### config.mk
export PLATFORM = sky130hd
export DESIGN_NAME = vdd_target_seq
export DESIGN_NICKNAME = d
export VERILOG_FILES = /design/src/rtl/vdd_target_seq.sv
export SDC_FILE = /design/constraint.sdc
export NUM_CORES = 1
export LEC_CHECK = 0
export BUFFER_PORTS_ARGS = -buffer_cell sky130_fd_sc_hd__clkbuf_2
export CAP_MARGIN = 15
export CORE_MARGIN = 5
export CORE_UTILIZATION = 40
export CTS_BUF_LIST = sky130_fd_sc_hd__clkbuf_4 sky130_fd_sc_hd__clkbuf_8 sky130_fd_sc_hd__clkbuf_16
export DETAILED_ROUTE_END_ITERATION = 16
export PLACE_DENSITY = 0.63
export RECOVER_POWER = 100
export SYNTH_ARGS = -nofsm -noshare
export SYNTH_HDL_FRONTEND = slang
export SYNTH_SLANG_ARGS = --single-unit
### constraint.sdc
create_clock -name clk -period 5 [get_ports clk]
set_input_delay 1 -clock clk [delete_from_list [all_inputs] [get_ports clk]]
set_output_delay 1 -clock clk [all_outputs]
set_load 0.01 [all_outputs]
### src/rtl/vdd_target_seq.sv
module vdd_target_seq #(
  parameter int MV_W        = 12,
  parameter int CODE_W      = 5,
  parameter int REG_W       = 32,
  parameter int MV_MIN      = 725,
  parameter int MV_MAX      = 1450,
  parameter int MV_BASE     = 700,
  parameter int MV_STEP     = 25,
  parameter int US_PER_STEP = 3,
  parameter int FIRST_STEPS = 28,
  parameter int F0_LSB      = 0,
  parameter int F1_LSB      = 9,
  parameter int F2_LSB      = 18
) (
  input  logic              clk,
  input  logic              rst_n,
  input  logic              req_i,
  input  logic [MV_W-1:0]   req_mv_i,
  input  logic              us_tick_i,
  input  logic [REG_W-1:0]  reg_word_i,
  output logic [REG_W-1:0]  reg_word_o,
  output logic              reg_we_o,
  output logic              busy_o,
  output logic              done_o,
  output logic [MV_W-1:0]   act_mv_o
);

  localparam int CODE_MAX = (1 << CODE_W) - 1;
  localparam int MAX_WAIT = ((FIRST_STEPS > CODE_MAX) ? FIRST_STEPS : CODE_MAX) * US_PER_STEP;
  localparam int WAIT_W   = $clog2(MAX_WAIT + 1);

  typedef enum logic [1:0] {S_IDLE, S_DIV, S_APPLY, S_WAIT} state_t;

  state_t             state_q;
  logic [MV_W-1:0]    rem_q;
  logic [CODE_W-1:0]  quot_q, old_q;
  logic [REG_W-1:0]   cap_word_q, word_q, word_n;
  logic [WAIT_W-1:0]  cnt_q, wait_n;
  logic [MV_W-1:0]    act_q;
  logic               first_q, we_q, done_q, write_n;

  assign busy_o     = (state_q != S_IDLE);
  assign reg_word_o = word_q;
  assign reg_we_o   = we_q;
  assign done_o     = done_q;
  assign act_mv_o   = act_q;

  assign write_n = !first_q || (quot_q != old_q);

  always_comb begin
    if (!first_q)
      wait_n = WAIT_W'(FIRST_STEPS * US_PER_STEP);
    else if (quot_q > old_q)
      wait_n = WAIT_W'(US_PER_STEP * int'(quot_q - old_q));
    else
      wait_n = '0;
  end

  always_comb begin
    word_n = cap_word_q;
    word_n[F0_LSB +: CODE_W] = quot_q;
    word_n[F1_LSB +: CODE_W] = quot_q;
    word_n[F2_LSB +: CODE_W] = quot_q;
  end

  always_ff @(posedge clk or negedge rst_n) begin
    if (!rst_n) begin
      state_q    <= S_IDLE;
      rem_q      <= '0;
      quot_q     <= '0;
      old_q      <= '0;
      cap_word_q <= '0;
      word_q     <= '0;
      cnt_q      <= '0;
      act_q      <= MV_W'(MV_BASE);
      first_q    <= 1'b0;
      we_q       <= 1'b0;
      done_q     <= 1'b0;
    end else begin
      we_q   <= 1'b0;
      done_q <= 1'b0;
      case (state_q)
        S_IDLE: if (req_i) begin
          cap_word_q <= reg_word_i;
          old_q      <= reg_word_i[F0_LSB +: CODE_W];
          quot_q     <= '0;
          if (req_mv_i < MV_W'(MV_MIN)) begin
            state_q <= S_APPLY;
          end else if (req_mv_i > MV_W'(MV_MAX)) begin
            quot_q  <= {CODE_W{1'b1}};
            state_q <= S_APPLY;
          end else begin
            rem_q   <= req_mv_i - MV_W'(MV_BASE);
            state_q <= S_DIV;
          end
        end
        S_DIV: begin
          if (rem_q >= MV_W'(MV_STEP)) begin
            rem_q  <= rem_q - MV_W'(MV_STEP);
            quot_q <= quot_q + 1'b1;
          end else begin
            state_q <= S_APPLY;
          end
        end
        S_APPLY: begin
          first_q <= 1'b1;
          if (write_n) begin
            word_q <= word_n;
            we_q   <= 1'b1;
            act_q  <= MV_W'(int'(quot_q) * MV_STEP + MV_BASE);
          end
          if (wait_n == '0) begin
            state_q <= S_IDLE;
            done_q  <= 1'b1;
          end else begin
            cnt_q   <= wait_n;
            state_q <= S_WAIT;
          end
        end
        S_WAIT: if (us_tick_i) begin
          if (cnt_q == WAIT_W'(1)) begin
            state_q <= S_IDLE;
            done_q  <= 1'b1;
          end else begin
            cnt_q <= cnt_q - 1'b1;
          end
        end
        default: state_q <= S_IDLE;
      endcase
    end
  end

  assert_fields_agree_R4: assert property (@(posedge clk) disable iff (!rst_n)
    reg_we_o |-> (reg_word_o[F0_LSB +: CODE_W] == reg_word_o[F1_LSB +: CODE_W]) &&
                 (reg_word_o[F0_LSB +: CODE_W] == reg_word_o[F2_LSB +: CODE_W]));

  assert_act_matches_word_R5: assert property (@(posedge clk) disable iff (!rst_n)
    reg_we_o |-> act_mv_o == MV_W'(int'(reg_word_o[F0_LSB +: CODE_W]) * MV_STEP + MV_BASE));

  assert_done_ends_busy_R10: assert property (@(posedge clk) disable iff (!rst_n)
    $fell(busy_o) |-> done_o);

  assert_busy_ignores_req_R10: assert property (@(posedge clk) disable iff (!rst_n)
    (busy_o && req_i) |=> $stable(cap_word_q));

  assert_wait_needs_tick_R8: assert property (@(posedge clk) disable iff (!rst_n)
    (state_q == S_WAIT && !us_tick_i) |=> $stable(cnt_q) && busy_o);

  assert_lower_no_wait_R9: assert property (@(posedge clk) disable iff (!rst_n)
    (state_q == S_APPLY && first_q && quot_q < old_q) |=> done_o && reg_we_o);

  assert_done_single_R10: assert property (@(posedge clk) disable iff (!rst_n)
    done_o |=> !done_o);

endmodule

==> results of run 1 <==
final cells by class:
cell class / count / area (µm²)
fill: 1251 / 6750
multi-input combinational: 406 / 2700
sequential: 82 / 2060
timing repair buffer: 87 / 398
clock buffer: 10 / 239
tap: 172 / 215
inverter: 37 / 139
clock inverter: 6 / 72.6
synth_stat cells (3+ instances only):
cell      number
a21o_1         7
o21ai_0       35
a211oi_1       4
and2_1         3
nand4_1        3
nand3_1        8
o21bai_1       4
a22o_1         3
buf_2          3
dfrtp_1       76
and3_1         5
nor2_1        25
buf_4         14
fa_1           4
o22ai_1        4
or3_1          5
mux2_2        18
dfstp_2        6
nor3_1         7
a31oi_1        3
nand2_1      108
xnor2_1       16
a41oi_1        4
ha_1          44
clkbuf_1      14
xor2_1         5
nand2b_1       5
o22a_1         3
o211ai_1       3
a21oi_1       38
o21a_1         4
inv_1         37
worst paths after layout:
kind | end | from
worst min-delay path | act_mv_o[3] | act_mv_o[3]
min in group asynchronous | cap_word_q[15] | rst_n
worst max register to register | cnt_q[4] | quot_q[0]
worst min register to register | act_mv_o[3] | act_mv_o[3]
worst max-delay path | cnt_q[4] | quot_q[0]
max in group asynchronous | act_mv_o[2] | rst_n
per-stage QoR:
stage | area, µm² | hold WS, ps | instances
after floorplan | 5130 | 434 | 558
after global placement | 5590 | 443 | 783
after detailed placement | 5590 | 450 | 783
after CTS | 5900 | 465 | 799
after global routing | 5820 | 481 | 800
final | 5820 | 460 | 800
placed cells by master, fill, tap and decap left out, drive strengths merged, types with 6 or more instances in the layout:
cell type  count
ha            44
clkbuf        95
a21oi         39
dfstp          6
nand2        108
dfrtp         76
nor2          25
nand3          8
a21o           7
xnor2         16
nor3           7
mux2          19
inv           40
o21ai         37
metal layers:
| layer | part of all wire, % | wire, µm |
|---|---|---|
| met5 | 0 | 0 |
| met4 | 1.1 | 125 |
| met3 | 5.9 | 658 |
| met2 | 50 | 5530 |
| met1 | 43 | 4840 |
power groups by stage:
| stage | Combinational (mW) | Sequential, mW | Clock, mW |
|---|---|---|---|
| 2_1_floorplan | 0.406 | 0.785 | 0 |
| 3_3_place_gp | 0.520 | 0.793 | 0 |
| 3_5_place_dp | 0.534 | 0.797 | 0 |
| 4_1_cts | 0.541 | 0.786 | 0.706 |
| 5_1_grt | 0.615 | 0.796 | 0.739 |
| 6_report | 0.529 | 0.786 | 0.684 |
state kept, by name (all words and copies together) (netlist names), 2 cells and up:
| signal | cells |
|---|---|
| cnt_q | 7 |
| state_q | 2 |
| rem_q | 12 |
| act_mv_o | 9 |
| cap_word_q | 18 |
| quot_q | 5 |
| reg_word_o | 22 |
| old_q | 4 |
cells by family (layout without fill, tap and decap cells):
logic type	after synthesis	count (layout)	share of synthesized area (%)
and+or+nand+nor	181	181	15.7
AOI/OAI and AO/OA	136	136	17.4
DFF	82	82	40.2
buffers and inverters	70	140	6.52
adders and majority gates	48	48	12.3
xor gates and xnor gates	21	21	3.59
muxes	19	19	4.17
other	1	1	0.0732
critical path: stages, from the launching register on:
cell	delay, ps
dfrtp_1	450
inv_1	200
ha_1	180
inv_1	50
fa_1	430
xor2_1	200
ha_1	290
ha_1	160
inv_1	60
fa_1	440
nand2b_1	160
a21oi_1	150
xnor2_1	150
a311oi_2	470
or2_0	430
mux2_1	360
==> metrics.cfg, run 1 <==
[global_routing]
gr-usage-met3_pct = 5.08
grt.busiest_layer = met2
grt_pass1_vias = 4024
antenna_found_initial = 0
met2_usage_pct = 26.2
track_usage_pct = 15.4
grt_max_degree = 83
gr-total-overflow = 0
grt_pass1_wl_mm = 18.7
grt_use_met1_pct = 18.7

[timing]
fin_crit_sh_pct = 86.2
fmax_ghz = 0.232
setup_violations = 0
period_needed_ps = 4310
hold_viol = 0
grt_setup_unrepaired = no
layout_setup_ws_ps = 692
maxSlewHeadroom_pct = -24.3
fin_setup_tns_ps = 0
clock_skew_ps = 6.88
drv_slew = 100
worst_slew_pin_slew_ps = 1860

[setup_path]
start_kind = flip-flop
critPathRequiredTime_ps = 5220
regToRegSetupSlack_ps = 690
path_class = reg2reg
end_kind = flip-flop
reg2reg_depth = 15
cp_max_fo = 7
arrival_ps = 4530

[power_and_ir_drop]
seq_power_share_pct = 39.3
power_frac_comb_pct = 26.4
finalPower_mw = 2.00
vdd_drop_max_v = 0.000224
leakage_nw = 2.87
p_per_area_nw_per_um2 = 343
p_int_mw = 1.36
netSwitchingPower_uw = 634
p_sw_share_pct = 31.7
clkPwrFrac_pct = 34.2

[synth]
mappedNetlistArea_um2 = 5130
ys_types = 63
syn_inst = 558
synth_nets = 654
yosys_most_used_dff = dfrtp_1
avgSynthCellArea_um2 = 9.19
seq_area_frac_synth_pct = 40.2
yosys-top-cells-area = dfrtp_1, ha_1, nand2_1, mux2_2, a21oi_1
synth_edf_count = 0
ys.warnings.count = 0
async_flop_share_pct = 100
synth_seq_cells = 82
synth_area_leader_cell = dfrtp_1
synth_top_area_share_pct = 37.1

[clock_tree]
clkTransAtPathRegs_ps = 60
cts.sink_count = 82
cts_max_level = 3
holdBufCountCts = 0
clockBufferDepth = 2
ctsResizeCount = 0
cts_tree = built
cts_made_buffers = 9
root_buffer = clkbuf_16
clock_latency_ps = 340
cts_setup_buffers = 0

[placement]
place_hpwl_mm = 8.15
place_worst_setup_slack_ps = 823
gp_congestion = 0.856
io_buffers = 83

[route]
viasPerCell = 5.13
drtIter0Drc = 236
routed_wl_mm = 11.1
dr.pass1.iters = 4
drc_errors = 0
post_drt_wl_per_cell_um = 13.9
vias = 4100
ant_nets = 0

[finish]
layout-drive-gt1-share_pct = 12.9
antenna_cells = 0
final_core_util_pct = 46.3
area.growth.synth_to_final_pct = 13.6
final_nets = 719

[run_status]
violations = capacitance limit, slew limit
status = finished, violations left

[floorplan]
start_util_pct = 40.8
core.rowCount = 41
io_pins = 95
fp.coreArea_um2 = 12600
die_h_um = 123
die_area_um2 = 15200
die_w_um = 123

[run]
drv_cap = 2

[hold_path]
holdPathStages = 2
min_path_type = reg2reg

No activity file was read; power rests on OpenSTA's default activity.
==> run 2: changes to the inputs <==
--- a/config.mk
+++ b/config.mk
@@ -11,8 +11,10 @@
 export CORE_UTILIZATION = 40
 export CTS_BUF_LIST = sky130_fd_sc_hd__clkbuf_4 sky130_fd_sc_hd__clkbuf_8 sky130_fd_sc_hd__clkbuf_16
 export DETAILED_ROUTE_END_ITERATION = 16
+export GPL_TIMING_DRIVEN = 0
 export PLACE_DENSITY = 0.63
 export RECOVER_POWER = 100
+export SLEW_MARGIN = 20
 export SYNTH_ARGS = -nofsm -noshare
 export SYNTH_HDL_FRONTEND = slang
 export SYNTH_SLANG_ARGS = --single-unit
==> constraint.sdc (replaced) <==
create_clock -name clk -period 5.4 [get_ports clk]
set_input_delay 1.08 -clock clk [delete_from_list [all_inputs] [get_ports clk]]
set_output_delay 1.08 -clock clk [all_outputs]
set_load 0.01 [all_outputs]
==> metrics.cfg, run 2 (synthesized netlist as in run 1, its figures left out) <==
[timing]
fin_setup_tns_ps = 0
setup_violations = 0
maxSlewHeadroom_pct = 49.1
drv_slew = 0
clock_skew_ps = 7.99
hold_viol = 0
fmax_ghz = 0.213
worst_slew_pin_slew_ps = 759
period_needed_ps = 4690
grt_setup_unrepaired = no
fin_crit_sh_pct = 86.9

[setup_path]
end_kind = flip-flop
path_class = reg2reg
cp_max_fo = 7
critPathRequiredTime_ps = 5620
start_kind = flip-flop
arrival_ps = 4920

[route]
dr.pass1.iters = 4
ant_nets = 0
post_drt_wl_per_cell_um = 14.4
drtIter0Drc = 246
drc_errors = 0
vias = 4220
routed_wl_mm = 11.9
viasPerCell = 5.10

[floorplan]
die_area_um2 = 15200
die_h_um = 123
start_util_pct = 40.8
fp.coreArea_um2 = 12600
io_pins = 95
die_w_um = 123
core.rowCount = 41

[global_routing]
grt_pass1_wl_mm = 19.3
grt_pass1_vias = 4130
track_usage_pct = 16.0
grt_max_degree = 83
antenna_found_initial = 0
gr-total-overflow = 0

[placement]
gp_congestion = 0.816
place_hpwl_mm = 8.86
io_buffers = 81

[run]
drv_cap = 0

[power_and_ir_drop]
leakage_nw = 2.97
vdd_drop_max_v = 0.000157
finalPower_mw = 1.87
p_per_area_nw_per_um2 = 314

[finish]
largest_register_ffs = 22
mostFrequentLayoutCell = nand2_1
n_fill_cell = 1241
layout-drive-gt1-share_pct = 15.3
area.growth.synth_to_final_pct = 16.5
final_cell_mix = nand2_1, dfrtp_1, clkbuf_1, ha_1, clkbuf_2
final_nets = 746
antenna_cells = 0

[clock_tree]
cts_setup_buffers = 0
clkTransAtPathRegs_ps = 60
cts.sink_count = 82
cts_max_level = 3
cts_tree = built
clockBufferDepth = 2
holdBufCountCts = 0
root_buffer = clkbuf_16
cts_made_buffers = 9
ctsResizeCount = 0
clock_latency_ps = 350

[hold_path]
min_path_type = reg2reg

[run_status]
status = finished, final reports clean

run 2: power by group:
| part | internal (mW) | total, mW | switching [mW] |
|---|---|---|---|
| combinational | 0.224 | 0.501 | 0.276 |
| clock | 0.376 | 0.642 | 0.266 |
| sequential | 0.668 | 0.729 | 0.0612 |
| total | 1.27 | 1.87 | 0.604 |
run 2: cell type report:
type / instances / area, µm² / area share, %
multi-input combinational: 406 / 2700 / 45.2
sequential: 82 / 2060 / 34.5
timing repair buffer: 81 / 364 / 6.10
clock buffer: 10 / 239 / 4.00
tap: 172 / 215 / 3.60
buffer: 33 / 180 / 3.02
inverter: 37 / 139 / 2.33
clock inverter: 6 / 72.6 / 1.22
run 2: worst paths after layout:
path,slack [ps],end,depth (start not counted),startpoint
setup / recovery,710,cnt_q[4],16,quot_q[0]
hold / removal,460,act_mv_o[4],2,act_mv_o[4]
setup reg to reg,710,cnt_q[4],16,quot_q[0]
hold reg to reg,460,act_mv_o[4],2,act_mv_o[4]
max in group asynchronous,4160,act_mv_o[8],1,rst_n
min in group asynchronous,780,done_o,1,rst_n
run 2: worst max-delay path: stages (launching register included):
cell	delay, ps
dfrtp_1	450
inv_1	230
ha_1	180
inv_1	60
fa_1	430
xor2_1	210
ha_1	300
ha_1	160
inv_1	60
fa_1	460
nand2b_1	170
a21oi_1	180
xnor2_1	160
a311oi_1	690
or2_1	190
clkbuf_1	290
mux2_1	360
run 2: through the flow:
step / hold slack (ps) / area [µm²] / setup WS, ps / utilization, % / std cells
after floorplan: 434 / 5130 / 1590 / - / 558
after global placement: 442 / 5750 / 1220 / 45.7 / 811
after detailed placement: 449 / 5760 / 1090 / 45.8 / 811
after CTS: 467 / 6070 / 1080 / 48.3 / 827
after global routing: 484 / 5970 / 498 / 47.5 / 827
final: 465 / 5970 / 707 / 47.5 / 827
run 2: per-layer routing:
metal  track usage [%]  share of wire (%)  routed length (µm)
met1              21.0                 47                5540
met2              25.5                 46                5500
met3              4.21                5.5                 649
met4              5.74                1.7                 202
met5                 0                  0                   0
==> run 3: changes to the inputs <==
--- a/config.mk
+++ b/config.mk
@@ -5,6 +5,7 @@
 export SDC_FILE = /design/constraint.sdc
 export NUM_CORES = 1
 export LEC_CHECK = 0
+export ABC_AREA = 1
 export BUFFER_PORTS_ARGS = -buffer_cell sky130_fd_sc_hd__clkbuf_2
 export CAP_MARGIN = 15
 export CORE_MARGIN = 5
@@ -12,7 +13,7 @@
 export CTS_BUF_LIST = sky130_fd_sc_hd__clkbuf_4 sky130_fd_sc_hd__clkbuf_8 sky130_fd_sc_hd__clkbuf_16
 export DETAILED_ROUTE_END_ITERATION = 16
 export GPL_TIMING_DRIVEN = 0
-export PLACE_DENSITY = 0.63
+export PLACE_DENSITY = 0.62
 export RECOVER_POWER = 100
 export SLEW_MARGIN = 20
 export SYNTH_ARGS = -nofsm -noshare
==> metrics.cfg, run 3 <==
[run_status]
status = finished, final reports clean

[timing]
period_needed_ps = 3990
setup_violations = 0
fin_crit_sh_pct = 73.9
grt_setup_unrepaired = no
hold_viol = 0
fin_setup_tns_ps = 0
fmax_ghz = 0.251
clock_skew_ps = 9.43
drv_slew = 0
worst_slew_pin_slew_ps = 714
maxSlewHeadroom_pct = 52.2

[synth]
avgSynthCellArea_um2 = 7.85
async_flop_share_pct = 100
yosys_most_used_dff = dfrtp_1
synth_commonest_cells = nand2_1, dfrtp_1, inv_1, ha_1, o21ai_0
synth_seq_cells = 82
synth_edf_count = 0
mappedNetlistArea_um2 = 5270
syn_inst = 671
synth_top_area_share_pct = 36.1
synth_area_leader_cell = dfrtp_1
synth_most_common_cell = nand2_1
ys.warnings.count = 0
ys_types = 43
synth_nets = 767
seq_area_frac_synth_pct = 39.1
yosys-top-cells-area = dfrtp_1, nand2_1, ha_1, inv_1, o21ai_0

[setup_path]
crit_buf_inv = 3
path_class = reg2reg
arrival_ps = 4220
critPathMaxStageDelay_ps = 450
cp_max_fo = 9
end_kind = flip-flop
critPathRequiredTime_ps = 5630
cpLargestDelayFamily = adder cells
crit_slowest_cell = fa_1
start_kind = flip-flop
cp_cell_sequence = inv_1, ha_1, inv_1, fa_1, xor2_1, ha_1, ha_1, inv_1, fa_1, nand3b_1, nand3b_1, nand2_1, a21oi_1, nor2_1, nand3_1, nand3_1, nand2_1, nand2_1

[finish]
final_nets = 861
mostFrequentLayoutCell = nand2_1
layout-drive-gt1-share_pct = 13.9
antenna_cells = 0
area.growth.synth_to_final_pct = 15.2
final_cells = 946
largest_register_ffs = 22
final_core_util_pct = 46.4
final_cell_mix = nand2_1, dfrtp_1, inv_1, clkbuf_1, o21ai_0
fin_area_um2 = 6070

[route]
viasPerCell = 4.90
drtIter0Drc = 167
drc_errors = 0
ant_nets = 0
vias = 4635
post_drt_wl_per_cell_um = 13.0
routed_wl_mm = 12.3
dr.pass1.iters = 5

[placement]
io_buffers = 83
place_hpwl_mm = 9.47
gp_congestion = 0.880
placedCellCount = 930
placed_cell_area_um2 = 5910

[global_routing]
gr-total-overflow = 0
grt.busiest_layer = met2
grt_pass1_wl_mm = 21.3
grt_use_met1_pct = 20.5
track_usage_pct = 16.4
grt_pass1_vias = 4639
gr-usage-met3_pct = 3.39
antenna_found_initial = 0
met2_usage_pct = 27.0
grt_max_degree = 83

[clock_tree]
root_buffer = clkbuf_16
cts.sink_count = 82
cts_tree = built
clock_latency_ps = 350
cts_setup_buffers = 0
clockBufferDepth = 2
holdBufCountCts = 0
cts_made_buffers = 9
ctsResizeCount = 0
cts_max_level = 3
clkTransAtPathRegs_ps = 60

[run]
drv_cap = 0

[floorplan]
die_area_um2 = 15600
die_w_um = 125
io_pins = 95
fp.coreArea_um2 = 13100
start_util_pct = 40.3
core.rowCount = 42
die_h_um = 125

[hold_path]
min_path_type = reg2reg

[run 3: cell types whose count changed after synthesis, moves of 17 or more]
cell / before / now
nand3_1: 8 / 25
mux2_2: 18 / 0
a21oi_1: 38 / 20
inv_1: 37 / 57
nand2_1: 108 / 238
[run 3: kinds of logic (layout without fill, tap and decap cells)]
family / Yosys count / after routing / synth area share (%)
buffers and inverters: 98 / 197 / 8.43
adder cells (fa/ha/maj): 48 / 48 / 12.0
flip-flops: 82 / 82 / 39.1
other: 1 / 1 / 0.0712
AND/OR/NAND/NOR: 337 / 337 / 28.3
AO/OA/AOI/OAI: 90 / 90 / 9.64
XOR/XNOR: 15 / 15 / 2.49
[run 3: metrics by stage]
| stage | hold WS, ps | setup WS, ps |
|---|---|---|
| 2_1_floorplan | 442 | 2190 |
| 3_3_place_gp | 451 | 1860 |
| 3_5_place_dp | 458 | 1780 |
| 4_1_cts | 469 | 1760 |
| 5_1_grt | 490 | 915 |
| 6_report | 468 | 1410 |
[run 3: final timing paths]
kind | start | slack (ps) | cells after the start | endpoint
setup / recovery | quot_q[0] | 1410 | 18 | cnt_q[3]
hold / removal | cap_word_q[26] | 470 | 2 | reg_word_o[26]
setup reg to reg | quot_q[0] | 1410 | 18 | cnt_q[3]
hold reg to reg | cap_word_q[26] | 470 | 2 | reg_word_o[26]
max in group asynchronous | rst_n | 4170 | 1 | done_o
min in group asynchronous | rst_n | 750 | 1 | rem_q[2]
[run 3: worst reg2reg max path: stages, from the launching register on]
cell and delay (ps):
dfrtp_1 420, inv_1 210, ha_1 200, inv_1 50
fa_1 420, xor2_1 210, ha_1 300, ha_1 160
inv_1 60, fa_1 450, nand3b_1 200, nand3b_1 100
nand2_1 100, a21oi_1 160, nor2_1 70, nand3_1 280
nand3_1 310, nand2_1 130, nand2_1 60
[run 3: area by class of cell]
cell class | count | area, µm²
sequential | 82 | 2060
multi-input combinational | 491 | 2710
clock buffer | 10 | 233
tap | 176 | 220
buffer | 29 | 168
timing repair buffer | 83 | 373
inverter | 69 | 262
clock inverter | 6 | 50.0
fill | 1357 | 7010
[run 3: per-layer routing]
| layer | vias up | wire length (µm) |
|---|---|---|
| li1 | 2342 | - |
| met1 | 2170 | 5680 |
| met2 | 98 | 5690 |
| met3 | 25 | 563 |
| met4 | 0 | 421 |
| met5 | - | 0 |
Power of run 3 is left out: the tool's default activity adds up to more than one toggle a clock period on the data nets, which glitch-free logic cannot reach.
